**config.mk**
```make
export PLATFORM = sky130hd
export DESIGN_NAME = cmd_packet_fetch
export DESIGN_NICKNAME = d
export VERILOG_FILES = /design/src/rtl/cpf_pkg.sv /design/src/rtl/cpf_timeout.sv /design/src/rtl/cpf_ptr_asm.sv /design/src/rtl/cmd_packet_fetch.sv
export SDC_FILE = /design/constraint.sdc
export NUM_CORES = 1
export LEC_CHECK = 0
export BUFFER_PORTS_ARGS = -buffer_cell sky130_fd_sc_hd__buf_2
export CORE_ASPECT_RATIO = 0.8
export CORE_MARGIN = 4
export CORE_UTILIZATION = 45
export DETAILED_ROUTE_END_ITERATION = 6
export PLACE_DENSITY = 0.84
export SLEW_MARGIN = 20
export SYNTH_ARGS = -nofsm -noshare
export SYNTH_HDL_FRONTEND = slang
export SYNTH_SLANG_ARGS = --single-unit
```
**constraint.sdc**
```tcl
create_clock -name clk -period 2 [get_ports clk]
set_input_delay 0 -clock clk [delete_from_list [all_inputs] [get_ports clk]]
set_output_delay 0 -clock clk [all_outputs]
set_load 0.1 [all_outputs]
```
**src/rtl/cpf_pkg.sv**
```systemverilog
package cpf_pkg;

    typedef enum logic [1:0] {
        ST_IDLE = 2'd0,
        ST_READ = 2'd1,
        ST_DECODE = 2'd2,
        ST_ISSUE = 2'd3
    } cpf_state_e;

    typedef enum logic [2:0] {
        TC_NORMAL     = 3'd0,
        TC_ATTENTION  = 3'd1,
        TC_TAPE_ALERT = 3'd2,
        TC_REJECT     = 3'd3,
        TC_RECOV_MOVE = 3'd4,
        TC_RECOV_STAY = 3'd5,
        TC_POS_LOST   = 3'd6,
        TC_FATAL      = 3'd7
    } term_class_e;

    localparam logic [1:0] LEN_ONE  = 2'b00;
    localparam logic [1:0] LEN_TWO  = 2'b01;
    localparam logic [1:0] LEN_FOUR = 2'b10;
    localparam logic [1:0] LEN_BAD  = 2'b11;

endpackage

```
**src/rtl/cpf_timeout.sv**
```systemverilog
module cpf_timeout #(
    parameter int CLK_MHZ    = 250,
    parameter int TIMEOUT_US = 20
) (
    input  logic clk,
    input  logic rst_n,
    input  logic run_i,
    input  logic restart_i,
    output logic expired_o
);
    localparam int LIMIT = CLK_MHZ * TIMEOUT_US;
    localparam int TW    = $clog2(LIMIT + 1);

    logic [TW-1:0] cnt_d, cnt_q;

    always_comb begin
        if (!run_i || restart_i) begin
            cnt_d = '0;
        end else begin
            cnt_d = cnt_q + 1'b1;
        end
    end

    always_ff @(posedge clk or negedge rst_n) begin
        if (!rst_n) begin
            cnt_q <= '0;
        end else begin
            cnt_q <= cnt_d;
        end
    end

    assign expired_o = run_i && (cnt_q == TW'(LIMIT - 1));

endmodule

```
**src/rtl/cpf_ptr_asm.sv**
```systemverilog
module cpf_ptr_asm #(
    parameter int AW = 22,
    parameter int DW = 16
) (
    input  logic [DW-1:0] lo_i,
    input  logic [DW-1:0] hi_i,
    input  logic          ext_i,
    output logic [AW-1:0] ptr_o
);
    localparam int STD_W = 18;
    localparam int EXT_W = 22;

    logic [EXT_W-1:0] full;
    logic [3:0]       upper;

    assign upper = ext_i ? hi_i[5:2] : 4'b0000;
    assign full  = {upper, hi_i[1:0], lo_i[15:0]};

    generate
        if (AW >= EXT_W) begin : g_wide
            assign ptr_o = AW'(full);
        end else if (AW >= STD_W) begin : g_mid
            assign ptr_o = full[AW-1:0];
        end else begin : g_narrow
            assign ptr_o = full[AW-1:0];
        end
    endgenerate

endmodule

```
**src/rtl/cmd_packet_fetch.sv**
```systemverilog
module cmd_packet_fetch
    import cpf_pkg::*;
#(
    parameter int AW         = 22,
    parameter int DW         = 16,
    parameter int CODE_W     = 5,
    parameter int CLK_MHZ    = 250,
    parameter int TIMEOUT_US = 20
) (
    input  logic              clk,
    input  logic              rst_n,
    input  logic              ext_mode_i,
    input  logic              ptr_valid_i,
    input  logic [AW-1:0]     ptr_addr_i,
    output logic              ready_o,
    output logic              mem_req_o,
    output logic [AW-1:0]     mem_addr_o,
    input  logic [DW-1:0]     mem_rdata_i,
    input  logic              mem_ack_i,
    input  logic              mem_err_i,
    output logic [CODE_W-1:0] lut_code_o,
    input  logic [1:0]        lut_len_i,
    input  logic              lut_unsup_i,
    input  logic              lut_wchar_i,
    output logic              cmd_valid_o,
    output logic [DW-1:0]     cmd_word_o,
    output logic [AW-1:0]     cmd_ptr_o,
    output logic [DW-1:0]     cmd_count_o,
    output logic              cmd_is_data_o,
    output logic              rej_valid_o,
    output logic [2:0]        rej_class_o,
    output logic              need_buf_o,
    output logic              nxm_o,
    output logic              sc_o
);
    localparam int NWORDS = 4;
    localparam int IW     = $clog2(NWORDS);

    typedef struct packed {
        cpf_state_e               st;
        logic [AW-1:0]            base;
        logic [IW-1:0]            idx;
        logic [IW-1:0]            last;
        logic [NWORDS-1:0][DW-1:0] words;
        logic                     need_buf;
        logic                     nxm;
        logic                     sc;
    } regs_t;

    regs_t r_d, r_q;

    logic expired;
    logic in_read;
    logic reject;

    assign in_read = (r_q.st == ST_READ);

    cpf_timeout #(
        .CLK_MHZ   (CLK_MHZ),
        .TIMEOUT_US(TIMEOUT_US)
    ) u_timeout (
        .clk      (clk),
        .rst_n    (rst_n),
        .run_i    (in_read),
        .restart_i(in_read && mem_ack_i),
        .expired_o(expired)
    );

    cpf_ptr_asm #(
        .AW(AW),
        .DW(DW)
    ) u_ptr_asm (
        .lo_i (r_q.words[1]),
        .hi_i (r_q.words[2]),
        .ext_i(ext_mode_i),
        .ptr_o(cmd_ptr_o)
    );

    assign lut_code_o = r_q.words[0][CODE_W-1:0];
    assign reject = lut_unsup_i || (lut_len_i == LEN_BAD)
                    || (r_q.need_buf && !lut_wchar_i);

    always_comb begin
        r_d = r_q;
        unique case (r_q.st)
            ST_IDLE: begin
                if (ptr_valid_i) begin
                    r_d.st   = ST_READ;
                    r_d.base = {ptr_addr_i[AW-1:2], 2'b00};
                    r_d.idx  = '0;
                    r_d.last = '0;
                    r_d.nxm  = 1'b0;
                    r_d.sc   = 1'b0;
                end
            end
            ST_READ: begin
                if (mem_ack_i && !mem_err_i) begin
                    r_d.words[r_q.idx] = mem_rdata_i;
                    if (r_q.idx == '0) begin
                        r_d.st = ST_DECODE;
                    end else if (r_q.idx == r_q.last) begin
                        r_d.st = ST_ISSUE;
                    end else begin
                        r_d.idx = r_q.idx + 1'b1;
                    end
                end else if (mem_err_i || expired) begin
                    r_d.nxm = 1'b1;
                    r_d.sc  = 1'b1;
                    r_d.st  = ST_IDLE;
                end
            end
            ST_DECODE: begin
                if (reject) begin
                    r_d.sc = 1'b1;
                    r_d.st = ST_IDLE;
                end else if (lut_len_i == LEN_ONE) begin
                    r_d.last = '0;
                    r_d.st   = ST_ISSUE;
                end else begin
                    r_d.idx  = IW'(1);
                    r_d.last = (lut_len_i == LEN_TWO) ? IW'(1) : IW'(3);
                    r_d.st   = ST_READ;
                end
            end
            ST_ISSUE: begin
                if (lut_wchar_i) begin
                    r_d.need_buf = 1'b0;
                end
                r_d.st = ST_IDLE;
            end
            default: r_d.st = ST_IDLE;
        endcase
    end

    always_ff @(posedge clk or negedge rst_n) begin
        if (!rst_n) begin
            r_q          <= '0;
            r_q.st       <= ST_IDLE;
            r_q.need_buf <= 1'b1;
        end else begin
            r_q <= r_d;
        end
    end

    assign ready_o       = (r_q.st == ST_IDLE);
    assign mem_req_o     = in_read;
    assign mem_addr_o    = r_q.base + AW'({r_q.idx, 1'b0});
    assign cmd_valid_o   = (r_q.st == ST_ISSUE);
    assign cmd_word_o    = r_q.words[0];
    assign cmd_is_data_o = (r_q.last == IW'(3));
    assign cmd_count_o   = (r_q.last == IW'(3)) ? r_q.words[3] :
                           (r_q.last == IW'(1)) ? r_q.words[1] : '0;
    assign rej_valid_o   = (r_q.st == ST_DECODE) && reject;
    assign rej_class_o   = TC_REJECT;
    assign need_buf_o    = r_q.need_buf;
    assign nxm_o         = r_q.nxm;
    assign sc_o          = r_q.sc;

endmodule

```
# Word-level counts from Yosys, hierarchy flattened
# Index checks and enable logic that the tools add are counted.
[word_totals]
regBits = 106
in_bits = 48
[op_classes]
n_reduce_logical = 27
n_lt_le_gt_ge = 2
mux = 30
n_eq_ne = 20
n_addsub = 3
[ops]
columns = ["cell", "count"]
rows = [
  ["$bwmux W64", 1],
  ["$mux W16", 3],
  ["$demux W16 S2", 1],
  ["$mux W2", 15],
  ["$mux W28", 1],
  ["$add A22 B3 Y22", 1],
  ["$ne A2 B2 Y1 const B", 7],
  ["$add A13 B1 Y13 const B", 1],
  ["$eq A13 B13 Y1 const B", 1],
  ["$mux W13", 1],
  ["$eq A2 B2 Y1 const B", 4],
  ["$mux W4", 2],
  ["$pmux W2 S4", 1],
  ["$reduce_and A7 Y1", 1],
  ["$eq A2 B1 Y1 const B", 3],
  ["$logic_and A1 B1 Y1", 6],
  ["$logic_not A2 Y1", 3],
  ["$pmux W2 S3", 1],
  ["$reduce_and A2 Y1", 3],
  ["$reduce_and A3 Y1", 2],
  ["$reduce_and A5 Y1", 1],
  ["$logic_or A1 B1 Y1", 4],
  ["$ne A2 B1 Y1 const B", 2],
  ["$ne A4 B2 Y1 const B", 1],
  ["other kinds (13)", 16],
]

# Logic depth before layout (Yosys ltp)
[depth]
word_depth = 6
ltp_mapped = 7

# Hierarchy
# Synthesis repeated with hierarchy kept, for this count alone.
[hier_totals]
hier_cells = 468
area_unflattened_um2 = 5688.0
[by_module_without_submodules]
columns = ["mod", "n_inst", "cells_each", "area_per_inst_um2"]
rows = [
  ["cmd_packet_fetch", 1, 375, 4847.1],
  ["cpf_timeout", 1, 71, 680.7],
  ["cpf_ptr_asm", 1, 22, 160.2],
]

# Worst setup path before layout
# No wires, ideal clock.
[synth_path]
path_type = "register to output"
start = "reg r_q[70] (netlist bit)"
end = "out mem_addr_o[19]"
slack_ns = -0.903
arrival_ns = 2.903
stages_incl_launch_ff = 6
path_cell_list = "dfrtp_1 -> ha_1 -> nand2_1 -> nor4_2 -> nand4_1 -> xnor2_1"
[synth_via]
elab_chain_cells = 1
[synth_lines]
columns = ["element", "line", "text"]
rows = [
  ["start, declared", "cmd_packet_fetch.sv:50", "regs_t r_d, r_q;"],
  ["start signal, assigned", "cmd_packet_fetch.sv:141", "r_q <= r_d;"],
  ["$add A22 B3 Y22", "cmd_packet_fetch.sv:147", "assign mem_addr_o = r_q.base + AW'({r_q.idx, 1'b0});"],
  ["end, declared", "cmd_packet_fetch.sv:17", "output logic [AW-1:0] mem_addr_o,"],
]
# Every way passes these cells.

# Worst setup path in the final report
[layout_path]
start = "reg r_q[78] (netlist bit)"
end = "out mem_addr_o[21]"
# Same word-level chain as after synthesis.

==> metrics <==
status=finished with violations; failing checks=negative setup slack; reg2reg start=r_q[69]; largest net degree at the start of global routing=58; mapped cell area=0.00501 mm2; flop2flop setup slack=0.09 ns; Hold Path Class=in -> reg; sequential cell area fraction in the yosys report=48.0%; Final setup viols=2; FFs w/ async S/R, synth=100%; Yosys reg bits=96; critical path's slowest cell=dfrtp_1; top-level port count=140; commonest non-fill, non-tap cell in the layout=buf_2; slew at the pin closest to its max-slew limit=0.531 ns; drt drc=0; CP endpoint=mem_addr_o[21]; initial antenna violation count=0; clk buf depth=2; Most used DFF post-synth=dfrtp_1; CORE AREA=0.0109 mm2; Max Slew Vio Count=0; Worst path depth=6; clock sinks=96; H-tree depth=3; CP arrival=2.03 ns; total number of vias=3,810; FP Rows=34; Worst setup EP type=primary output; GPL Wtd Cong=0.839; GR Util met1=24.5%; via/cell ratio=5.18; Hold WS=0.0486 ns; Die Ht=102 um; wire length per cell=17.7 um; Place WS=0.0619 ns; ant diodes=0; crit-path max FO=5; Worst R2R Path Depth=6; vias in the first global route=4,055; minimum clock period=2.03 ns; type of the worst setup path=reg -> out; Yosys top cell area share=47.4%; CP cell instances=nand4_1, nor4_2, buf_4, nand4_1, xnor2_4, buf_12; Die X=126 um; die footprint=0.0129 mm2; most frequent cells in the layout=buf_2 (100), dfrtp_1 (91), dlygate4sd3_1 (39); register area=0.00241 mm2; non-filler cells, final=735; Final Hold Fails=0; met3 GRT Util=5.38%; worst-skew pair later-pin latency=0.34 ns; crit-path most repeated cell=nand4_1; Final Cycle Share=101%; Initial Utilization=46.0%; met2 global-route usage=36.3%; crit path buf inv count=2; Worst slew margin=64.6%; post-synthesis cell type count=43; RR Endpoint=r_q[69]; GRT Util Overall=20.3%; drt first pass iters=4; ANT nets after route=0; fmax=493 MHz; Critical Path RT=2.00 ns; WHS Path Cells=3; fillers=763; slowest stage delay, CP=0.37 ns; 1st-iter DRT viols=159; setup TNS=-0.0445 ns; layout cells sized above 1=44.0%; Final WS setup=-0.0294 ns; Total Wirelength=13.0 mm; area leader, netlist=dfrtp_1; grt peak-use layer=met2; EDFF count, synth=0; total CTS buffers=9; first-pass GRT wire length=20.8 mm; post-synthesis instance total=435; CP top delay family=simple AND/OR/NAND/NOR gates; multi-input combinational cell area=0.00253 mm2; RSZ-0062 raised after global routing=true; TritonCTS clock tree=yes; clk slew on worst S/H paths=0.07 ns; CP startpoint=r_q[78]; Yosys Warn Count=0; Remaining Overflow, GRT=0; Synth area leaders=dfrtp_1 (47%), mux2_2 (8.5%), mux2_1 (8.1%); hpwl dp=8.78 mm; max_cap viols=0; port bufs=133; mean post-synth cell area=11.5 um2; Layout Skew=0.00793 ns; crit path launch type=register; Area Overhead vs Synth=43.3%; nets=646; root buffer cell=clkbuf_16; number of cells after detailed placement=670
worst min-delay path by stage:
| stage | from | to | slack, ns |
|---|---|---|---|
| 4_1_cts | mem_ack_i | u_timeout.cnt_q[1] | 0.03 |
| 6_report | mem_ack_i | u_timeout.cnt_q[1] | 0.05 |
| 3_3_place_gp | rst_n | cmd_word_o[7] | -0.0009 |
| 2_1_floorplan | rst_n | cmd_word_o[0] | -0.30 |
| 5_1_grt | mem_ack_i | u_timeout.cnt_q[1] | 0.05 |
| 3_5_place_dp | rst_n | cmd_word_o[7] | 0.01 |
layer usage:
layer	vias to the layer above	share of wire (%)
met5	-	0
met4	0	1.4
met3	15	6.5
met2	135	52
met1	1911	41
li1	1749	-
tightest hold or removal path, delay by kind of cell:
family / cells / cell delay [ns]
buffers and inverters: 2 / 0.19
and+or+nand+nor: 1 / 0.15
layout make-up:
class	count	share of cell area, %
Clock inverter	4	0.453
Sequential cell	96	33.5
Multi-Input combinational cell	270	35.3
Tap cell	144	2.51
Clock buffer	11	3.24
Inverter	14	0.767
Timing Repair Buffer	196	24.2
Yosys cell counts (all sizes together) (4+ instances only):
master  number
xor2        11
inv         14
mux2i       22
and3         4
buf         51
mux2        75
dfrtp       95
nand4        7
nor2        33
o21ai        7
nand2b       5
xnor2       19
clkbuf       6
nor4         7
ha          11
nand2       19
and2         5
nand3       16
timing repair:
item,4_1_cts,5_1_grt
gates resized for setup,11,13
gates cloned,0,0
hold endpoints to repair,115,0
buffers inserted,8,3
pin swaps,6,7
setup endpoints to repair,12,59
hold buffers,39,0
stage by stage:
| stage | cell area [um2] | util [%] |
|---|---|---|
| global placement | 6350 | 58.3 |
| CTS | 7110 | 65.3 |
| finish | 7180 | 65.9 |
| floorplan | 5310 | - |
| detailed placement | 6350 | 58.3 |
| global route | 7180 | 65.9 |
sequential cells by signal, summed over array words and instances, names as in the netlist:
name	count
u_timeout.cnt_q	13
need_buf_o	1
sc_o	1
cmd_word_o	16
r_q	64
nxm_o	1
logic make-up (layout without fill, tap and decap cells):
group	count (synthesis)	after routing	share of synthesized area [%]
multiplexers	97	97	21.3
AO/OA/AOI/OAI	20	20	2.62
adder cells (fa/ha/maj)	11	11	2.75
flip-flops	96	96	48.0
buffers and inverters	71	225	8.79
AND/OR/NAND/NOR	108	108	11.2
other	2	4	0.150
XOR/XNOR	30	30	5.24
Power is not shown: default switching activity piles up to over one toggle a cycle in this logic, so the estimate is an artifact.
